==> src/rtl/auxDivPkg.sv <==
package auxDivPkg;
  localparam int REG_W   = 32;
  localparam int DIV_W   = 4;
  localparam int DIV_LSB = 12;
  localparam int EN_BIT  = 0;

  // Strobes from the register control into the counting datapath.
  typedef struct packed {
    logic             clear;    // counter forced to zero this edge
    logic             load;     // enabling write: start fresh with loadVal
    logic             running;  // divider currently enabled
    logic [DIV_W-1:0] loadVal;  // division value carried by the enabling write
    logic [DIV_W-1:0] pendVal;  // stored value adopted at the next boundary
  } divStrobes_t;
endpackage

==> src/rtl/auxDivCtrl.sv <==
module auxDivCtrl
  import auxDivPkg::*;
#(
  parameter int ADDR_W = 4,
  parameter logic [ADDR_W-1:0] CFG_ADDR = '0
) (
  input  logic              clk,
  input  logic              rstN,
  input  logic              wrEn,
  input  logic [ADDR_W-1:0] wrAddr,
  input  logic [REG_W-1:0]  wrData,
  output logic [REG_W-1:0]  cfgRd,
  output divStrobes_t       strb
);
  localparam int RSV_HI_LSB = DIV_LSB + DIV_W;

  logic             enQ;
  logic [DIV_W-1:0] divQ;
  logic             wrHit;
  logic             wrEnBit;
  logic [DIV_W-1:0] wrDiv;
  logic             enNext;
  logic             acceptDiv;

  assign wrHit     = wrEn && (wrAddr == CFG_ADDR);
  assign wrEnBit   = wrData[EN_BIT];
  assign wrDiv     = wrData[DIV_LSB +: DIV_W];
  assign enNext    = wrHit ? wrEnBit : enQ;
  // the division field is taken only when the word leaves the divider enabled
  assign acceptDiv = wrHit && wrEnBit;

  always_ff @(posedge clk) begin
    if (!rstN) begin
      enQ  <= 1'b0;
      divQ <= '0;
    end else begin
      enQ <= enNext;
      if (acceptDiv) divQ <= wrDiv;
    end
  end

  always_comb begin
    strb.clear   = !enNext;
    strb.load    = wrHit && wrEnBit && !enQ;
    strb.running = enQ;
    strb.loadVal = wrDiv;
    strb.pendVal = divQ;
  end

  always_comb begin
    cfgRd                      = '0;
    cfgRd[EN_BIT]              = enQ;
    cfgRd[DIV_LSB +: DIV_W]    = divQ;
  end

  // without an enabling write the stored value cannot move while off
  p_div_frozen_r4: assert property (@(posedge clk) disable iff (!rstN)
    (!enQ && !(wrHit && wrEnBit)) |=> $stable(divQ));

  // a miss on the address leaves the whole word untouched
  p_addr_miss_r10: assert property (@(posedge clk) disable iff (!rstN)
    (wrEn && !wrHit) |=> $stable(cfgRd));

  // reserved bits written as ones never show up on the read side
  p_rsv_ignored_r7: assert property (@(posedge clk) disable iff (!rstN)
    (wrHit && ((|wrData[REG_W-1:RSV_HI_LSB]) || (|wrData[DIV_LSB-1:EN_BIT+1])))
      |=> (cfgRd[REG_W-1:RSV_HI_LSB] == '0 && cfgRd[DIV_LSB-1:EN_BIT+1] == '0));
endmodule

==> src/rtl/auxDivPath.sv <==
module auxDivPath
  import auxDivPkg::*;
(
  input  logic        clk,
  input  logic        rstN,
  input  divStrobes_t strb,
  output logic        divTick
);
  logic [DIV_W-1:0] cnt;
  logic [DIV_W-1:0] activeDiv;
  logic             atBoundary;

  assign atBoundary = (cnt == activeDiv);
  assign divTick    = strb.running && atBoundary;

  always_ff @(posedge clk) begin
    if (!rstN) begin
      cnt       <= '0;
      activeDiv <= '0;
    end else if (strb.clear) begin
      cnt <= '0;
    end else if (strb.load) begin
      cnt       <= '0;
      activeDiv <= strb.loadVal;
    end else if (strb.running) begin
      if (atBoundary) begin
        cnt       <= '0;
        activeDiv <= strb.pendVal;  // new length only at a period boundary
      end else begin
        cnt <= cnt + DIV_W'(1);
      end
    end
  end

  // no pulse while off
  p_quiet_off_r5: assert property (@(posedge clk) disable iff (!rstN)
    !strb.running |-> !divTick);

  // counter never passes the active length
  p_no_overrun_r2: assert property (@(posedge clk) disable iff (!rstN)
    strb.running |-> (cnt <= activeDiv));

  // pulses are isolated whenever the next period is longer than one cycle
  p_single_pulse_r2: assert property (@(posedge clk) disable iff (!rstN)
    (divTick && strb.pendVal != '0 && !strb.clear) |=> !divTick);

  // the active length cannot change inside a period
  p_len_hold_r8: assert property (@(posedge clk) disable iff (!rstN)
    (strb.running && !atBoundary && !strb.clear) |=> $stable(activeDiv));

  // every start begins from a cleared counter
  p_fresh_start_r9: assert property (@(posedge clk) disable iff (!rstN)
    $rose(strb.running) |-> (cnt == '0));
endmodule

==> src/rtl/auxDivider.sv <==
module auxDivider
  import auxDivPkg::*;
#(
  parameter int ADDR_W = 4,
  parameter logic [ADDR_W-1:0] CFG_ADDR = '0
) (
  input  logic              clk,
  input  logic              rstN,
  input  logic              wrEn,
  input  logic [ADDR_W-1:0] wrAddr,
  input  logic [31:0]       wrData,
  output logic [31:0]       cfgRd,
  output logic              divTick
);
  divStrobes_t strb;

  auxDivCtrl #(
    .ADDR_W  (ADDR_W),
    .CFG_ADDR(CFG_ADDR)
  ) uCtrl (
    .clk   (clk),
    .rstN  (rstN),
    .wrEn  (wrEn),
    .wrAddr(wrAddr),
    .wrData(wrData),
    .cfgRd (cfgRd),
    .strb  (strb)
  );

  auxDivPath uPath (
    .clk    (clk),
    .rstN   (rstN),
    .strb   (strb),
    .divTick(divTick)
  );
endmodule

==> config.mk <==
export PLATFORM = sky130hd
export DESIGN_NAME = auxDivider
export DESIGN_NICKNAME = d
export VERILOG_FILES = /design/src/rtl/auxDivPkg.sv /design/src/rtl/auxDivCtrl.sv /design/src/rtl/auxDivPath.sv /design/src/rtl/auxDivider.sv
export SDC_FILE = /design/constraint.sdc
export NUM_CORES = 1
export LEC_CHECK = 0
export CORE_ASPECT_RATIO = 0.9
export CORE_MARGIN = 2
export CORE_UTILIZATION = 31
export CTS_CLUSTER_SIZE = 10
export DETAILED_ROUTE_END_ITERATION = 16
export GPL_ROUTABILITY_DRIVEN = 0
export GPL_TIMING_DRIVEN = 0
export PLACE_DENSITY_LB_ADDON = 0.25
export SYNTH_ARGS = -nofsm -noshare
export SYNTH_HDL_FRONTEND = slang
export SYNTH_SLANG_ARGS = --single-unit
==> constraint.sdc <==
create_clock -name clk -period 2 [get_ports clk]
set_input_delay 0.5 -clock clk [delete_from_list [all_inputs] [get_ports clk]]
set_output_delay 0.5 -clock clk [all_outputs]
set_load 0.005 [all_outputs]
; ---- After elaboration in Yosys (flattened, before gate mapping)
; Cells that the tools add are included.
[totals]
register_bits = 13
inputBits = 39
out_inout_bits = 33
elab_cells = 23
[op_classes]
addsub = 1
eq_ne = 1
n_mux = 5
n_bitwise = 2
n_reduce_logical = 10
[ops]
columns = cell, count
row1 = 2-to-1 mux 4 bit, 4
row2 = adder 4 x 1 -> 4 bit (second input constant), 1
row3 = equality test 4 bit, 1
row4 = logical AND 1 bit, 4
row5 = logical NOT 4 bit, 1
row6 = nonzero test 2 bit, 2
row7 = AND reduction 3 bit, 1
row8 = OR reduction 3 bit, 1
row9 = NOT 1 bit, 2
row10 = logical NOT 1 bit, 1
row11 = 2-to-1 mux 1 bit, 1

; ---- Logic depth before layout (Yosys ltp)
[logic_depth]
depth_word = 6
mapped_depth = 4
ltp_nobuf = 4

; ---- Hierarchy
; From an unflattened synthesis, not the netlist that was laid out.
[unflattened]
hier_cells = 114
area_unflattened_um2 = 978.4
[modules_own_cells]
columns = module, n_inst, cells_per_inst, area_per_inst_um2, seq_area_each_um2
row1 = auxDivCtrl, 1, 65, 526.8, 100.1
row2 = auxDivPath, 1, 49, 451.7, 160.2

; ---- Worst setup path after synthesis
; OpenSTA, ideal clock, no wires.
[synth_path]
kind = input to register
startpoint = input wrAddr[0]
endpoint = register uPath.activeDiv[0]
setup_time_ps = 86
arrival_time_ps = 1448
required_ps = 1914
setup_slack_ps = 467
cell_stages = 4
path_buffers = 0
cell_sequence = nor4b_4 -> nand4b_1 -> mux2i_1 -> a211oi_1
[synth_between]
elab_chain_cells = 6
word_cells_on_any_way = 9
cone_classes = mux: 2 / reduce/logical: 7
[synth_lines]
columns = item, line_no
row1 = from (decl), auxDivider.sv:10  ; input logic [ADDR_W-1:0] wrAddr,
row2 = logical NOT 4 bit *, auxDivCtrl.sv:25  ; assign wrHit = wrEn && (wrAddr == CFG_ADDR);
row3 = logical AND 1 bit *, auxDivCtrl.sv:25
row4 = logical AND 1 bit (2 in series), auxDivCtrl.sv:44  ; strb.load = wrHit && wrEnBit && !enQ;
row5 = nonzero test 2 bit (no source line), n/a
row6 = AND reduction 3 bit (no source line), n/a
row7 = to (signal assigned), auxDivPath.sv:24  ; activeDiv <= strb.loadVal;
row8 = to (signal assigned), auxDivPath.sv:28  ; activeDiv <= strb.pendVal;
row9 = to (decl), auxDivPath.sv:10  ; logic [DIV_W-1:0] activeDiv;
; Mark *: on every way between the ends. The rest lies on a longest branch, timed or not.
; A chain may end at the register's enable or synchronous reset.

; ---- Worst setup path in the final report
; Same ends and word-level chain as after synthesis.

==> results by group <==
Logic synthesis
  • Mean Syn Cell Area: 9.52 um^2
  • Cell area after synthesis: 847 um^2
  • Register area share after synthesis: 30.7%
  • Total number of yosys warnings: 0
  • Gate Count Post-Synth: 89
  • Post-synthesis sequential element count: 13
  • Number of library cell types mapped by synthesis: 24

Place
  • IO buf count: 17
  • Placed instance count: 160
  • Post-DP Area: 1150 um^2

Setup path
  • Critical Path Start Type: primary input
  • Crit-path max FO: 4
  • Slowest Stage Delay on Critical Path: 0.44 ns
  • Critical R2R Launch: uPath.cnt[3]
  • Endpoint class of the critical path: flop
  • Critical Path RT: 2.18 ns
  • Setup CP Type: primary input to flop
  • Critical-path cell list: clkdlybuf4s50_1, nor4b_4, nand4b_1, mux2i_1, a211oi_1
  • Critical path's slowest cell: clkdlybuf4s50_1
  • R2r setup slk: 0.45 ns
  • Reg2Reg Depth: 4
  • Critical Path AT: 2.07 ns
  • Worst r2r dst: uPath.activeDiv[0]

Clock tree
  • Max Buffers Root-to-Sink: 2
  • Clock-pin slew on the worst setup and hold paths: 0.07 ns
  • Clock Latency Late Sink: 0.28 ns
  • CTS H-tree lvls: 1
  • Num CTS Buffers: 3
  • CTS tree: done
  • Root Driver: clkbuf_4
  • CTS Sinks: 13

Global route
  • First-pass GRT wire length: 2.62 mm
  • Largest net degree at the start of global routing: 10
  • Number of global-route vias before repair: 628
  • GRT Total Usage: 11.3%
  • Antenna violations before repair: 0
  • GRT overflow: 0

Cells and area
  • Share of cells above drive strength 1: 31.4%
  • Area Growth Syn to Fin: 41.9%
  • Final Cell Area: 1200 um^2
  • ANT cells: 0
  • Finished Layout Cells: 165
  • Fin nets: 178
  • Utilization after layout: 47.5%

Die
  • Core Box Area: 2530 um^2
  • Site Rows: 17
  • IO Pins: 72
  • DIE AREA: 3170 um^2
  • Initial Util: 33.5%
  • Die Y: 53.6 um
  • Chip width: 59.1 um

Timing
  • Clk_skew: 0.0114 ns
  • Final Critical Period: 1.88 ns
  • Period utilisation layout: 94.2%
  • Max Clk Rate: 531 MHz
  • Setup_tns: 0 ns
  • Final Hold Viols: 0
  • Final slew viol count: 0
  • Unrepaired setup endpoints after global routing: false
  • Setup violators final: 0

Hold path
  • Hold endpoint: uPath.cnt[0]
  • Worst hold path type: flop to flop
  • Min-delay src: uPath.cnt[0]
  • Hold depth: 1

Run status
  • Outcome: finished, final reports clean

Power and ir drop
  • P_leak: 0.643 nW
  • Pwr dens: 444 nW/um^2
  • Max rail drop VDD: 248 uV
  • Total power: 533 uW

Routing
  • Pre-Repair DR Iteration Count: 2
  • Top sig layer: met4
  • Initial drt markers: 1
  • Detail Route Antenna Nets: 0
  • Met2 wire length: 795 um
  • Routed Wire Length: 1.60 mm
  • Drt drc: 0
  • Mean routed wirelength per cell: 9.68 um
  • Drt via density: 3.98
  • Met1 Wirelength: 665 um
  • Via count: 657
  • Met3 WL post-DR: 120 um

Job
  • Max-cap violations: 0
synthesized netlist by cell type, drive strengths merged:
cell type,n,area (um^2)
a211oi,4,30.0
a21o,1,7.51
a31oi,4,25.0
and2,1,6.26
and3,2,13.8
buf,28,210
conb,1,3.75
dfxtp,13,260
ha,1,12.5
inv,3,11.3
mux2i,8,80.1
nand2,1,3.75
nand3,1,5.00
nand4,1,6.26
nand4b,1,8.76
nor2,9,33.8
nor4,1,6.26
nor4b,1,23.8
o41ai,1,27.5
or3b,1,11.3
xnor2,1,8.76
xor2,5,51.3
worst max-delay path by stage:
| stage | startpoint | slack [ns] | cells past startpoint | to |
|---|---|---|---|---|
| after floorplan | wrAddr[0] | 0.47 | 4 | uPath.activeDiv[0] |
| after global placement | wrAddr[0] | -0.15 | 5 | uPath.activeDiv[3] |
| after CTS | uPath.cnt[1] | 0.001 | 4 | divTick |
| final | wrAddr[0] | 0.12 | 5 | uPath.activeDiv[0] |
| after detailed placement | wrAddr[0] | -0.16 | 5 | uPath.activeDiv[0] |
| after global routing | wrAddr[0] | 0.03 | 5 | uPath.activeDiv[1] |
state kept, by name, indices dropped and copies added, names as in the netlist:
register / flops
uCtrl.divQ: 4
uPath.activeDiv: 4
uPath.cnt: 4
uCtrl.enQ: 1
layer usage:
metal,vias up,global-route usage (%)
li1,344,-
met1,283,12.4
met2,28,20.0
met3,2,3.85
met4,0,4.55
met5,-,0
area by class of cell:
type | count | area [um^2]
Tap cell | 28 | 35.0
Clock buffer | 4 | 26.3
Inverter | 3 | 11.3
Fill cell | 262 | 1330
Sequential cell | 13 | 269
Timing Repair Buffer | 18 | 173
Multi-Input combinational cell | 71 | 478
Buffer | 28 | 210
placed cells by master (no fill, tap or decap), drive strengths merged:
| cell type | count |
|---|---|
| nand3 | 1 |
| dfxtp | 13 |
| and2 | 1 |
| clkdlybuf4s50 | 16 |
| ha | 1 |
| and3 | 2 |
| nor4b | 1 |
| a31oi | 4 |
| nor2 | 9 |
| xnor2 | 1 |
| a211oi | 4 |
| conb | 27 |
| nand4 | 1 |
| mux2i | 8 |
| buf | 29 |
| nor4 | 1 |
| inv | 3 |
| nand4b | 1 |
| a21o | 1 |
| nand2 | 1 |
| o41ai | 1 |
| or3b | 1 |
| clkbuf | 5 |
| xor2 | 5 |
metrics by stage:
stage                     worst slack, ns  hold WS (ns)
after floorplan                     0.467         0.440
after global routing               0.0291         0.480
after global placement             -0.152         0.459
after detailed placement           -0.164         0.469
after CTS                         0.00147         0.488
final                               0.117         0.461
critical path: cells and delay by family:
| family | cells | cell delay (ns) |
|---|---|---|
| and+or+nand+nor | 2 | 0.69 |
| buffers and inverters | 1 | 0.44 |
| AOI/OAI and AO/OA | 1 | 0.23 |
| muxes | 1 | 0.20 |
power breakdown:
group          switching (mW)  total (mW)  internal (mW)
Combinational          0.0404       0.107         0.0671
Clock                  0.0833       0.161         0.0772
Sequential            0.00475       0.265          0.261
logic make-up after synthesis:
logic type | share of synthesized area (%)
mux | 9.45
simple gates | 14.0
other cells | 0.443
fa+ha+maj | 1.48
buf+inv | 26.1
compound gates | 10.6
flops | 30.7
xor+xnor | 7.09
repair_timing:
action	4_1_cts	5_1_grt
resized for setup	3	7
setup endpoints to repair	1	1
hold buffers	0	0
hold endpoints to repair	0	0
cloned	0	0
buffers inserted	1	0
pin swaps	1	1
No activity file was read; power rests on OpenSTA's default activity.
